--- src/rtl/omega_pkg.sv ---
package omega_pkg;
  // Perfect shuffle: one-bit left rotation of an lg-bit line index.
  function automatic int shuf_line(input int idx, input int lg);
    int msk;
    msk = (1 << lg) - 1;
    return ((idx << 1) | (idx >> (lg - 1))) & msk;
  endfunction

  // Destination bit examined by layer k (most significant first).
  function automatic int route_bit(input int k, input int lg);
    return lg - 1 - k;
  endfunction
endpackage

--- src/rtl/omega_sw2.sv ---
module omega_sw2 #(
  parameter int AW  = 3,
  parameter int PW  = 8,
  parameter int SEL = 2
) (
  input  logic                   clk,
  input  logic                   rst_n,
  input  logic                   a_vld,
  input  logic [AW-1:0]          a_dst,
  input  logic [PW-1:0]          a_pl,
  output logic                   a_rdy,
  input  logic                   b_vld,
  input  logic [AW-1:0]          b_dst,
  input  logic [PW-1:0]          b_pl,
  output logic                   b_rdy,
  input  logic [1:0]             dn_rdy,
  output logic [1:0]             q_vld,
  output logic [1:0][AW-1:0]     q_dst,
  output logic [1:0][PW-1:0]     q_pl,
  output logic                   clash
);
  logic       ra, rb, same;
  logic       acc_a, acc_b;
  logic [1:0] can_load, take_a, take_b, ld;

  assign ra       = a_dst[SEL];
  assign rb       = b_dst[SEL];
  assign same     = (ra == rb);
  assign can_load = ~q_vld | dn_rdy;

  // upper input has priority; lower yields whenever both aim at one output
  assign a_rdy = can_load[ra];
  assign b_rdy = can_load[rb] && !(a_vld && same);
  assign clash = a_vld && b_vld && same;

  assign acc_a  = a_vld && a_rdy;
  assign acc_b  = b_vld && b_rdy;
  assign take_a = acc_a ? (ra ? 2'b10 : 2'b01) : 2'b00;
  assign take_b = acc_b ? (rb ? 2'b10 : 2'b01) : 2'b00;
  assign ld     = can_load & (take_a | take_b);

  always_ff @(posedge clk or negedge rst_n) begin
    if (!rst_n) begin
      q_vld <= '0;
      q_dst <= '0;
      q_pl  <= '0;
    end else begin
      for (int o = 0; o < 2; o++) begin
        if (can_load[o]) begin
          q_vld[o] <= ld[o];
          if (take_a[o]) begin
            q_dst[o] <= a_dst;
            q_pl[o]  <= a_pl;
          end else if (take_b[o]) begin
            q_dst[o] <= b_dst;
            q_pl[o]  <= b_pl;
          end
        end
      end
    end
  end


  lower_yields_chk: assert property (@(posedge clk) disable iff (!rst_n)
    clash |-> !b_rdy);


  no_merge_chk: assert property (@(posedge clk) disable iff (!rst_n)
    $countones(ld) == $countones({acc_a, acc_b}));

  for (genvar g = 0; g < 2; g++) begin : g_hold

    hold_out_chk: assert property (@(posedge clk) disable iff (!rst_n)
      q_vld[g] && !dn_rdy[g] |=> q_vld[g] && $stable(q_pl[g]) && $stable(q_dst[g]));
  end
endmodule

--- src/rtl/omega_stage.sv ---
module omega_stage #(
  parameter int LG = 3,
  parameter int PW = 8,
  parameter int K  = 0
) (
  input  logic                          clk,
  input  logic                          rst_n,
  input  logic [(1<<LG)-1:0]            up_vld,
  input  logic [(1<<LG)-1:0][LG-1:0]    up_dst,
  input  logic [(1<<LG)-1:0][PW-1:0]    up_pl,
  output logic [(1<<LG)-1:0]            up_rdy,
  output logic [(1<<LG)-1:0]            dn_vld,
  output logic [(1<<LG)-1:0][LG-1:0]    dn_dst,
  output logic [(1<<LG)-1:0][PW-1:0]    dn_pl,
  input  logic [(1<<LG)-1:0]            dn_rdy,
  output logic                          clash
);
  localparam int N   = 1 << LG;
  localparam int NE  = N / 2;
  localparam int SEL = omega_pkg::route_bit(K, LG);

  logic [N-1:0]          sh_vld, sh_rdy;
  logic [N-1:0][LG-1:0]  sh_dst;
  logic [N-1:0][PW-1:0]  sh_pl;
  logic [NE-1:0]         el_clash;

  for (genvar i = 0; i < N; i++) begin : g_shuf
    localparam int SI = omega_pkg::shuf_line(i, LG);
    assign sh_vld[SI] = up_vld[i];
    assign sh_dst[SI] = up_dst[i];
    assign sh_pl[SI]  = up_pl[i];
    assign up_rdy[i]  = sh_rdy[SI];
  end

  for (genvar e = 0; e < NE; e++) begin : g_el
    omega_sw2 #(.AW(LG), .PW(PW), .SEL(SEL)) u_sw (
      .clk    (clk),
      .rst_n  (rst_n),
      .a_vld  (sh_vld[2*e]),
      .a_dst  (sh_dst[2*e]),
      .a_pl   (sh_pl[2*e]),
      .a_rdy  (sh_rdy[2*e]),
      .b_vld  (sh_vld[2*e+1]),
      .b_dst  (sh_dst[2*e+1]),
      .b_pl   (sh_pl[2*e+1]),
      .b_rdy  (sh_rdy[2*e+1]),
      .dn_rdy (dn_rdy[2*e+1:2*e]),
      .q_vld  (dn_vld[2*e+1:2*e]),
      .q_dst  (dn_dst[2*e+1:2*e]),
      .q_pl   (dn_pl[2*e+1:2*e]),
      .clash  (el_clash[e])
    );
  end

  assign clash = |el_clash;


  clash_needs_two_chk: assert property (@(posedge clk) disable iff (!rst_n)
    clash |-> $countones(sh_vld) >= 2);
endmodule

--- src/rtl/omega_net.sv ---
module omega_net #(
  parameter int LG = 3,
  parameter int PW = 8
) (
  input  logic                      clk,
  input  logic                      rst_n,
  input  logic [(1<<LG)-1:0]        in_valid,
  output logic [(1<<LG)-1:0]        in_ready,
  input  logic [(1<<LG)*LG-1:0]     in_dest,
  input  logic [(1<<LG)*PW-1:0]     in_data,
  output logic [(1<<LG)-1:0]        out_valid,
  input  logic [(1<<LG)-1:0]        out_ready,
  output logic [(1<<LG)*PW-1:0]     out_data,
  output logic [LG-1:0]             stage_conflict
);
  localparam int N = 1 << LG;

  logic [N-1:0]          lv [LG+1];
  logic [N-1:0]          lr [LG+1];
  logic [N-1:0][LG-1:0]  ld [LG+1];
  logic [N-1:0][PW-1:0]  lp [LG+1];

  assign lv[0]     = in_valid;
  assign ld[0]     = in_dest;
  assign lp[0]     = in_data;
  assign in_ready  = lr[0];
  assign lr[LG]    = out_ready;
  assign out_valid = lv[LG];
  assign out_data  = lp[LG];

  for (genvar k = 0; k < LG; k++) begin : g_stage
    omega_stage #(.LG(LG), .PW(PW), .K(k)) u_stage (
      .clk    (clk),
      .rst_n  (rst_n),
      .up_vld (lv[k]),
      .up_dst (ld[k]),
      .up_pl  (lp[k]),
      .up_rdy (lr[k]),
      .dn_vld (lv[k+1]),
      .dn_dst (ld[k+1]),
      .dn_pl  (lp[k+1]),
      .dn_rdy (lr[k+1]),
      .clash  (stage_conflict[k])
    );
  end

  for (genvar o = 0; o < N; o++) begin : g_out_chk

    route_ok_chk: assert property (@(posedge clk) disable iff (!rst_n)
      lv[LG][o] |-> ld[LG][o] == LG'(o));
  end
endmodule

--- config.mk ---
export PLATFORM = sky130hd
export DESIGN_NAME = omega_net
export DESIGN_NICKNAME = d
export VERILOG_FILES = /design/src/rtl/omega_pkg.sv /design/src/rtl/omega_sw2.sv /design/src/rtl/omega_stage.sv /design/src/rtl/omega_net.sv
export SDC_FILE = /design/constraint.sdc
export NUM_CORES = 1
export LEC_CHECK = 0
export BUFFER_PORTS_ARGS = -buffer_cell sky130_fd_sc_hd__buf_2
export CAP_MARGIN = 30
export CORE_MARGIN = 2
export CORE_UTILIZATION = 54
export DETAILED_ROUTE_END_ITERATION = 6
export PLACE_DENSITY = 0.85
export REMOVE_ABC_BUFFERS = 1
export SYNTH_ARGS = -nofsm -noshare
export SYNTH_HDL_FRONTEND = slang
export SYNTH_HIERARCHICAL = 1
export SYNTH_SLANG_ARGS = --single-unit
export TNS_END_PERCENT = 50
--- constraint.sdc ---
create_clock -name clk -period 3.41 [get_ports clk]
set_input_delay 0.682 -clock clk [delete_from_list [all_inputs] [get_ports clk]]
set_output_delay 0.682 -clock clk [all_outputs]
set_load 0.01 [all_outputs]
==> flow_summary.yaml, run 1 <==
status:
  status: "finished, final reports clean"
sta:
  tns_ps: 0
  fin_crit_ps: 3340
  fmax_mhz: 299
  max_slew_margin_pct: 32.0
  worst_slew_pin_slew_ps: 1020
  worst_slack_ps: 70.4
  setup_violations: 0
  hold_violations: 0
  min_period_over_period_pct: 97.9
  clock_skew_ps: 23.8
  drv_slew: 0
final_layout:
  layout-drive-gt1-share_pct: 36.6
  fillers: 1781
  layout.area.seq_sq_um: 6010
  n_antenna_cell: 0
  nNetsFinal: 1464
  area_delta_synth_final_pct: 16.0
  final_cell_mix: "dfrtp_1 (238), inv_1 (204), buf_2 (187)"
  multi_input_area_sq_um: 5870
  layout_commonest_cell: "dfrtp_1"
  final_cells: 1695
floorplan:
  core_area_sq_um: 23500
  die_y_um: 159
  fp.dieW_um: 159
  design.die.area_sq_um: 25400
  start_util_pct: 55.3
  rows: 56
  io_pins: 189
place:
  dp_slack_ps: -31.4
  dpl.cell_count: 1644
  dp_hpwl_um: 28500
  port_buffers: 188
  place.gp.congestion: 0.941
worst_setup_path:
  path_class: "reg2out"
  cp_common_cell: "a221oi_2"
  worstPathArrival_ps: 2660
  crit_path_end_kind: "primary output"
  crit_slowest_cell: "dfrtp_2"
  worstReg2RegEnd: "g_stage[0].u_stage/g_el[1].u_sw/q_dst[4]"
  reg2regPathDepth: 9
  cp_cell_sequence: "xnor2_2 -> a221oi_2 -> buf_4 -> nand2b_4 -> nor2_2 -> a221oi_2 -> buf_4 -> nand2b_4 -> nor2_2 -> a221oi_2 -> buf_2"
  rr_startpoint: "g_stage[2].u_stage/g_el[2].u_sw/q_vld[1]"
  cp_max_fo: 5
  regToRegSetupSlack_ps: 520
  slowest_delay_ps: 460
  worstPathRequired_ps: 2730
  critPathBufInv: 3
  cp-start-kind: "flop"
  cpLargestDelayFamily: "compound AO/OA/AOI/OAI gates"
job:
  drv_cap: 0
power_and_ir_drop:
  cellPowerDensity_nw_per_um2: 990
  p_leak_nw: 7.09
  fin_total_pwr_mw: 15.0
  vdd_drop_max_v: 0.000401
detailed_routing:
  finalWirelength_um: 38200
  first_iter_violations: 963
  post_drt_wl_per_cell_um: 22.6
  num_vias: 10661
  ant_nets: 0
  drc: 0
  viasPerCell: 6.29
  dr.pass1.iters: 5
global_route:
  grt_pass1_wl_um: 60100
  grt_antenna_before_repair: 1
  grt_pass1_vias: 10405
  grt_max_degree: 114
  globalRoute.totalOverflow: 0
  grt_usage_pct: 29.8
cts:
  cts_tree: "built"
  clkLatencyLatePin_ps: 550
  htreeDepth: 1
  clk_path_buf_depth: 3
  numCtsBuffers: 26
  path_clk_slew_ps: 60
  ctsRootBufferMaster: "clkbuf_16"
  clock_sinks: 240
yosys:
  avgSynthCellArea_sq_um: 10.9
  netlist_instances: 1191
  syn_area_sq_um: 13000
  synth_warnings: 6
worst_hold_path:
  hold_class: "in2async"
[worst reg2reg max path, stage by stage (launching register included)]
cell and delay (ps):
dfrtp_1 370, nor2b_1 190, a221oi_1 380, nand2b_1 220
nor2_1 60, a21oi_1 190, nor2b_2 120, buf_4 200
a21oi_1 790, o221a_1 320
[how the worst max path moves through the flow]
stage,start,to,slack [ps],cells after the start
after floorplan,out_ready[7],in_ready[7],-40,6
after global placement,out_ready[0],in_ready[7],20,13
after detailed placement,out_ready[0],in_ready[7],-30,13
after CTS,g_stage[1].u_stage/g_el[2].u_sw/q_dst[0],in_ready[7],-20,11
after global routing,g_stage[1].u_stage/g_el[2].u_sw/q_dst[0],in_ready[7],-30,11
final,g_stage[1].u_stage/g_el[2].u_sw/q_dst[0],in_ready[7],70,11
[flip-flops by register name, summed over array words and instances (netlist names)]
signal                           count
g_stage.u_stage/g_el.u_sw/q_dst     24
g_stage.u_stage/g_el.u_sw/q_vld     24
g_stage.u_stage/g_el.u_sw/q_pl     192
[repair_timing]
| action | in CTS | in global routing |
|---|---|---|
| hold buffers | 0 | 0 |
| gates resized for setup | 8 | 16 |
| endpoints found under the setup margin | 4 | 8 |
| pin swaps | 1 | 2 |
| endpoints found under the hold margin | 0 | 0 |
| buffers inserted | 1 | 4 |
[metal layers]
metal | track usage (%) | up-vias | wire length (um)
li1 | - | 4695 | -
met1 | 41.5 | 5295 | 15800
met2 | 48.0 | 572 | 18000
met3 | 4.77 | 97 | 3120
met4 | 9.59 | 2 | 1320
met5 | 0 | - | 12
[power breakdown]
group | leakage, nW | internal, mW | total [mW] | switching (mW)
clock network | 0.413 | 1.56 | 2.73 | 1.17
logic | 4.10 | 2.92 | 6.98 | 4.06
registers | 2.58 | 4.06 | 5.25 | 1.19
total | 7.09 | 8.54 | 15.0 | 6.42
[per-stage QoR]
| step | utilization, % | instance area [sq um] | hold WS, ps |
|---|---|---|---|
| floorplan | - | 12500 | 386 |
| global placement | 60.0 | 14100 | 522 |
| detailed placement | 60.0 | 14100 | 522 |
| CTS | 63.7 | 15000 | 247 |
| global route | 64.2 | 15100 | 284 |
| finish | 64.2 | 15100 | 218 |
[cell type report]
type / count / area share [%]
sequential: 240 / 39.8
timing repair buffer: 223 / 8.22
multi-input combinational: 663 / 38.8
clock inverter: 14 / 0.786
tap: 319 / 2.64
clock buffer: 32 / 4.72
inverter: 204 / 5.07
No activity file was read; power rests on OpenSTA's default activity.
==> run 2: changes to the inputs <==
--- a/config.mk
+++ b/config.mk
@@ -9,8 +9,9 @@
 export CAP_MARGIN = 30
 export CORE_MARGIN = 2
 export CORE_UTILIZATION = 54
+export CTS_BUF_LIST = sky130_fd_sc_hd__clkbuf_8
 export DETAILED_ROUTE_END_ITERATION = 6
-export PLACE_DENSITY = 0.85
+export PLACE_DENSITY = 0.88
 export REMOVE_ABC_BUFFERS = 1
 export SYNTH_ARGS = -nofsm -noshare
 export SYNTH_HDL_FRONTEND = slang
==> constraint.sdc (replaced) <==
create_clock -name clk -period 2.8 [get_ports clk]
set_input_delay 0.56 -clock clk [delete_from_list [all_inputs] [get_ports clk]]
set_output_delay 0.56 -clock clk [all_outputs]
set_load 0.01 [all_outputs]
==> flow_summary.yaml, run 2 (synthesized netlist as in run 1, its figures left out) <==
status:
  status: "finished with violations"
  violations: "negative setup slack"
sta:
  hold_violations: 0
  worst_slack_ps: -452
  tns_ps: -2400
  clock_skew_ps: 47.1
  drv_slew: 0
  min_period_over_period_pct: 116
  fin_crit_ps: 3250
  max_slew_margin_pct: 41.8
  setup_violations: 8
  worst_slew_pin_slew_ps: 873
  rsz0062_at_grt: "yes"
  timing.hold.ws_ps: 278
  fmax_mhz: 308
detailed_routing:
  finalWirelength_um: 39500
  first_iter_violations: 1180
  drc: 0
  post_drt_wl_per_cell_um: 22.7
  viasPerCell: 6.33
  dr.pass1.iters: 6
  num_vias: 11038
  ant_nets: 0
power_and_ir_drop:
  p_leak_nw: 7.33
  cellPowerDensity_nw_per_um2: 1210
  vdd_drop_max_v: 0.000469
worst_setup_path:
  cp_max_fo: 5
  path_class: "reg2out"
  crit_path_end_kind: "primary output"
  worstPathRequired_ps: 2240
  cp-start-kind: "flop"
  worstPathArrival_ps: 2690
global_route:
  grt_antenna_before_repair: 1
  grt_use_met3_pct: 7.14
  grt_use_met1_pct: 39.8
  grt_max_degree: 78
  grt-busiest-layer: "met2"
  grtUsageMet2_pct: 46.4
  grt_usage_pct: 30.1
  grt_pass1_wl_um: 60500
  grt_pass1_vias: 10848
  globalRoute.totalOverflow: 0
floorplan:
  rows: 56
  start_util_pct: 55.3
  design.die.area_sq_um: 25400
  die_y_um: 159
  fp.dieW_um: 159
  core_area_sq_um: 23500
  io_pins: 189
cts:
  cts_tree: "built"
  ctsRootBufferMaster: "clkbuf_8"
  path_clk_slew_ps: 70
  clk_path_buf_depth: 3
  numCtsBuffers: 41
  htreeDepth: 2
  clock_sinks: 240
  clkLatencyLatePin_ps: 570
place:
  port_buffers: 188
  placed_cell_area_sq_um: 14300
  place.gp.congestion: 0.963
  dp_hpwl_um: 28400
final_layout:
  largest_reg_flops: 192
  area_delta_synth_final_pct: 18.3
  final_cell_area_sq_um: 15400
  final_cell_mix: "dfrtp_1 (234), inv_1 (218), buf_2 (187)"
  top_register: "g_stage.u_stage/g_el.u_sw/q_pl"
  fillers: 1747
  n_antenna_cell: 0
  nNetsFinal: 1502
  reg.largest.list: "g_stage.u_stage/g_el.u_sw/q_pl: 192 flops, g_stage.u_stage/g_el.u_sw/q_dst: 24 flops, g_stage.u_stage/g_el.u_sw/q_vld: 24 flops"
  layout-drive-gt1-share_pct: 39.4
  layout_commonest_cell: "dfrtp_1"
job:
  drv_cap: 0
worst_hold_path:
  hold_class: "in2reg"
## run 2: cell count changes in the layout (fill, tap and decap cells not counted), moves of 5 or more
cell	change
clkbuf_8	+43
clkbuf_16	-26
buf_4	+20
a21oi_1	-5
inv_1	+14
## run 2: through the flow
step / util (%) / std cells / total power [mW] / worst slack, ps
after floorplan: - / 1107 / 11.6 / -408
after global placement: 60.6 / 1661 / 14.3 / -207
after detailed placement: 60.6 / 1661 / 14.6 / -173
after CTS: 64.7 / 1737 / 18.0 / -415
after global routing: 65.4 / 1744 / 19.5 / -523
final: 65.4 / 1744 / 18.6 / -452
## run 2: area by class of cell
type                            count  area [sq um]  share of cell area (%)
Tap cell                          319           399                    2.59
Timing Repair Buffer              246          1430                    9.25
Clock inverter                     25           146                   0.950
Inverter                          204           766                    4.97
Multi-Input combinational cell    663          6010                    39.0
Clock buffer                       47           647                    4.20
Sequential cell                   240          6010                    39.0
## run 2: power breakdown
group / internal (mW) / total (mW) / leakage, nW / switching, mW
sequential: 4.95 / 6.41 / 2.58 / 1.46
combinational: 3.87 / 9.06 / 4.28 / 5.19
clock: 1.64 / 3.09 / 0.469 / 1.46
total: 10.5 / 18.6 / 7.33 / 8.11
## run 2: worst max-delay path, stage by stage, from the launching register on
cell,delay (ps)
dfrtp_2,460
xnor2_2,170
a221oi_2,260
buf_4,170
nand2b_4,130
nor2_2,50
a221oi_2,210
buf_4,160
nand2b_4,120
buf_4,120
nor2_1,40
a21oi_1,100
buf_2,140
## run 2: layer usage
| metal | share of wire, % | routed length (um) | up-vias |
|---|---|---|---|
| li1 | - | - | 4788 |
| met1 | 39 | 15600 | 5337 |
| met3 | 9.1 | 3600 | 180 |
| met4 | 5.9 | 2340 | 2 |
| met2 | 46 | 18000 | 731 |
| met5 | 0.035 | 14 | - |
## run 2: worst paths after layout
kind | start | cells past startpoint | slack, ps | to
max | g_stage[1].u_stage/g_el[2].u_sw/q_dst[0] | 12 | -450 | in_ready[3]
min | in_data[34] | 2 | 280 | g_stage[0].u_stage/g_el[0].u_sw/q_pl[10]
max reg2reg | g_stage[1].u_stage/g_el[2].u_sw/q_dst[0] | 13 | 30 | g_stage[0].u_stage/g_el[3].u_sw/q_pl[5]
min reg2reg | g_stage[2].u_stage/g_el[1].u_sw/q_pl[5] | 2 | 530 | g_stage[2].u_stage/g_el[1].u_sw/q_pl[5]
max in group asynchronous | rst_n | 3 | 1420 | g_stage[0].u_stage/g_el[2].u_sw/q_dst[1]
min in group asynchronous | rst_n | 2 | 530 | g_stage[1].u_stage/g_el[1].u_sw/q_dst[0]
## run 2: repair_timing
item / CTS / global route
pin swaps: 1 / 5
setup endpoints to repair: 8 / 19
hold endpoints to repair: 59 / 0
resized for setup: 24 / 29
hold buffers: 1 / 0
setup buffers: 3 / 7
==> run 3: changes to the inputs <==
--- a/config.mk
+++ b/config.mk
@@ -7,12 +7,13 @@
 export LEC_CHECK = 0
 export BUFFER_PORTS_ARGS = -buffer_cell sky130_fd_sc_hd__buf_2
 export CAP_MARGIN = 30
+export CELL_PAD_IN_SITES_DETAIL_PLACEMENT = 1
+export CELL_PAD_IN_SITES_GLOBAL_PLACEMENT = 2
 export CORE_MARGIN = 2
-export CORE_UTILIZATION = 54
+export CORE_UTILIZATION = 36
 export CTS_BUF_LIST = sky130_fd_sc_hd__clkbuf_8
 export DETAILED_ROUTE_END_ITERATION = 6
-export PLACE_DENSITY = 0.88
-export REMOVE_ABC_BUFFERS = 1
+export PLACE_DENSITY = 0.89
 export SYNTH_ARGS = -nofsm -noshare
 export SYNTH_HDL_FRONTEND = slang
 export SYNTH_HIERARCHICAL = 1
==> flow_summary.yaml, run 3 (synthesized netlist as in run 1, its figures left out) <==
detailed_routing:
  first_iter_violations: 602
  drc: 0
  finalWirelength_um: 43400
  dr.pass1.iters: 5
  viasPerCell: 5.54
  num_vias: 10437
  ant_nets: 0
  post_drt_wl_per_cell_um: 23.0
cts:
  path_clk_slew_ps: 60
  clkLatencyLatePin_ps: 540
  numCtsBuffers: 43
  cts_tree: "built"
  clock_sinks: 240
  clk_path_buf_depth: 3
  ctsRootBufferMaster: "clkbuf_8"
  htreeDepth: 2
power_and_ir_drop:
  power_frac_seq_pct: 34.9
  fin_total_pwr_mw: 18.6
  clockPowerShare_pct: 16.8
  internal_power_mw: 10.5
  power_frac_comb_pct: 48.3
  p_leak_nw: 7.33
  cellPowerDensity_nw_per_um2: 1190
  switching_share_pct: 43.4
  vdd_drop_max_v: 0.000483
  p_switching_mw: 8.06
floorplan:
  core_area_sq_um: 35600
  fp.dieW_um: 194
  io_pins: 189
  design.die.area_sq_um: 37700
  die_y_um: 194
  rows: 69
  start_util_pct: 36.6
sta:
  fin_crit_ps: 3030
  clock_skew_ps: 24.0
  setup_violations: 7
  max_slew_margin_pct: 40.2
  rsz0062_at_grt: "yes"
  fmax_mhz: 330
  worst_slack_ps: -229
  hold_violations: 0
  min_period_over_period_pct: 108
  timing.hold.ws_ps: 308
  worst_slew_pin_slew_ps: 897
  drv_slew: 0
job:
  drv_cap: 0
global_route:
  grt_pass1_vias: 11334
  grt_max_degree: 99
  grt_usage_pct: 23.0
  globalRoute.totalOverflow: 0
  grt_pass1_wl_um: 67600
  grt_antenna_before_repair: 3
place:
  port_buffers: 188
  dp_slack_ps: -66.8
  dpl.cell_count: 1792
  place.gp.congestion: 0.856
  dp_hpwl_um: 33200
final_layout:
  area_delta_synth_final_pct: 20.0
  largest_reg_flops: 192
  fin_util_pct: 43.9
  layout-drive-gt1-share_pct: 39.9
  layout_commonest_cell: "dfrtp_1"
  final_cells: 1884
  reg.largest.list: "g_stage.u_stage/g_el.u_sw/q_pl: 192 flops, g_stage.u_stage/g_el.u_sw/q_dst: 24 flops, g_stage.u_stage/g_el.u_sw/q_vld: 24 flops"
  nNetsFinal: 1502
  top_register: "g_stage.u_stage/g_el.u_sw/q_pl"
  final_cell_mix: "dfrtp_1 (231), inv_1 (218), buf_2 (187)"
worst_setup_path:
  worstPathArrival_ps: 2470
  slowest_delay_ps: 450
  path_class: "reg2out"
  cp_cell_sequence: "xnor2_2 -> a221oi_2 -> nand2b_4 -> nor2_2 -> a221oi_2 -> nand2b_4 -> nor2_4 -> a221oi_4 -> buf_2"
  cp-start-kind: "flop"
  crit_slowest_cell: "dfrtp_2"
  cp_max_fo: 5
  crit_path_end_kind: "primary output"
  worstPathRequired_ps: 2240
worst_hold_path:
  hold_class: "in2reg"
status:
  status: "finished with violations"
  violations: "negative setup slack"
yosys:
  synth_fp_nets: 1297
run 3: cell count changes in the layout (fill, tap and decap cells not counted), sizes merged, moves of 2 or more:
cell    before  now
clkbuf      47   52
inv        220  218
clkinv       8    4
buf        245  243
run 3: layer usage:
metal / global-route usage, % / vias to the layer above / wire [um]
li1: - / 4755 / -
met1: 31.2 / 5272 / 19400
met2: 36.2 / 319 / 19800
met3: 4.52 / 89 / 2400
met4: 9.12 / 2 / 1850
met5: 0 / - / 13
run 3: critical path, delay by kind of cell (launching register included):
| family | cells | cell delay [ps] |
|---|---|---|
| compound gates | 3 | 650 |
| xor+xnor | 1 | 160 |
| buf+inv | 1 | 160 |
| flops | 1 | 450 |
| simple gates | 4 | 490 |
run 3: layout make-up:
| type | instances | area (sq um) |
|---|---|---|
| well taps | 461 | 577 |
| repair buffers | 244 | 1410 |
| clock buffers | 52 | 716 |
| diodes | 1 | 2.50 |
| fillers | 3946 | 19900 |
| multi-input cells | 663 | 6060 |
| flip-flops and latches | 240 | 6020 |
| inverters | 204 | 766 |
| clock inverters | 19 | 80.1 |
run 3: through the flow:
step                      TNS (ps)  instance area (sq um)
after global placement       -5.14                  14400
final                         -787                  15600
after floorplan              -11.4                  13100
after global routing         -1970                  15600
after detailed placement      -435                  14400
after CTS                    -1280                  15500
run 3: final timing paths:
kind                                                          startpoint                                        to  slack (ps)  cells after the start
worst max-delay path            g_stage[1].u_stage/g_el[2].u_sw/q_dst[0]                               in_ready[7]        -230                      9
worst min-delay path                                         in_data[37]  g_stage[0].u_stage/g_el[0].u_sw/q_pl[13]         310                      2
worst max register to register  g_stage[1].u_stage/g_el[3].u_sw/q_dst[0]  g_stage[0].u_stage/g_el[3].u_sw/q_pl[12]         180                      9
worst min register to register   g_stage[2].u_stage/g_el[2].u_sw/q_pl[3]   g_stage[2].u_stage/g_el[2].u_sw/q_pl[3]         530                      2
max in group asynchronous                                          rst_n  g_stage[0].u_stage/g_el[3].u_sw/q_dst[4]        1500                      3
min in group asynchronous                                          rst_n   g_stage[2].u_stage/g_el[3].u_sw/q_pl[4]         460                      2
run 3: power groups by stage:
stage          clock (mW)  sequential, mW  combinational [mW]
2_1_floorplan           0            6.01                6.22
3_3_place_gp            0            6.37                8.15
3_5_place_dp            0            6.43                8.42
4_1_cts              3.21            6.42                8.88
5_1_grt              3.37            6.64                9.73
6_report             3.11            6.47                8.97
run 3: repair_timing:
item                                    4_1_cts  5_1_grt
setup buffers                                16        5
pin swaps                                    12        2
endpoints found under the hold margin        24        0
resized for setup                            42       17
hold buffers                                  1        0
endpoints found under the setup margin        9       22
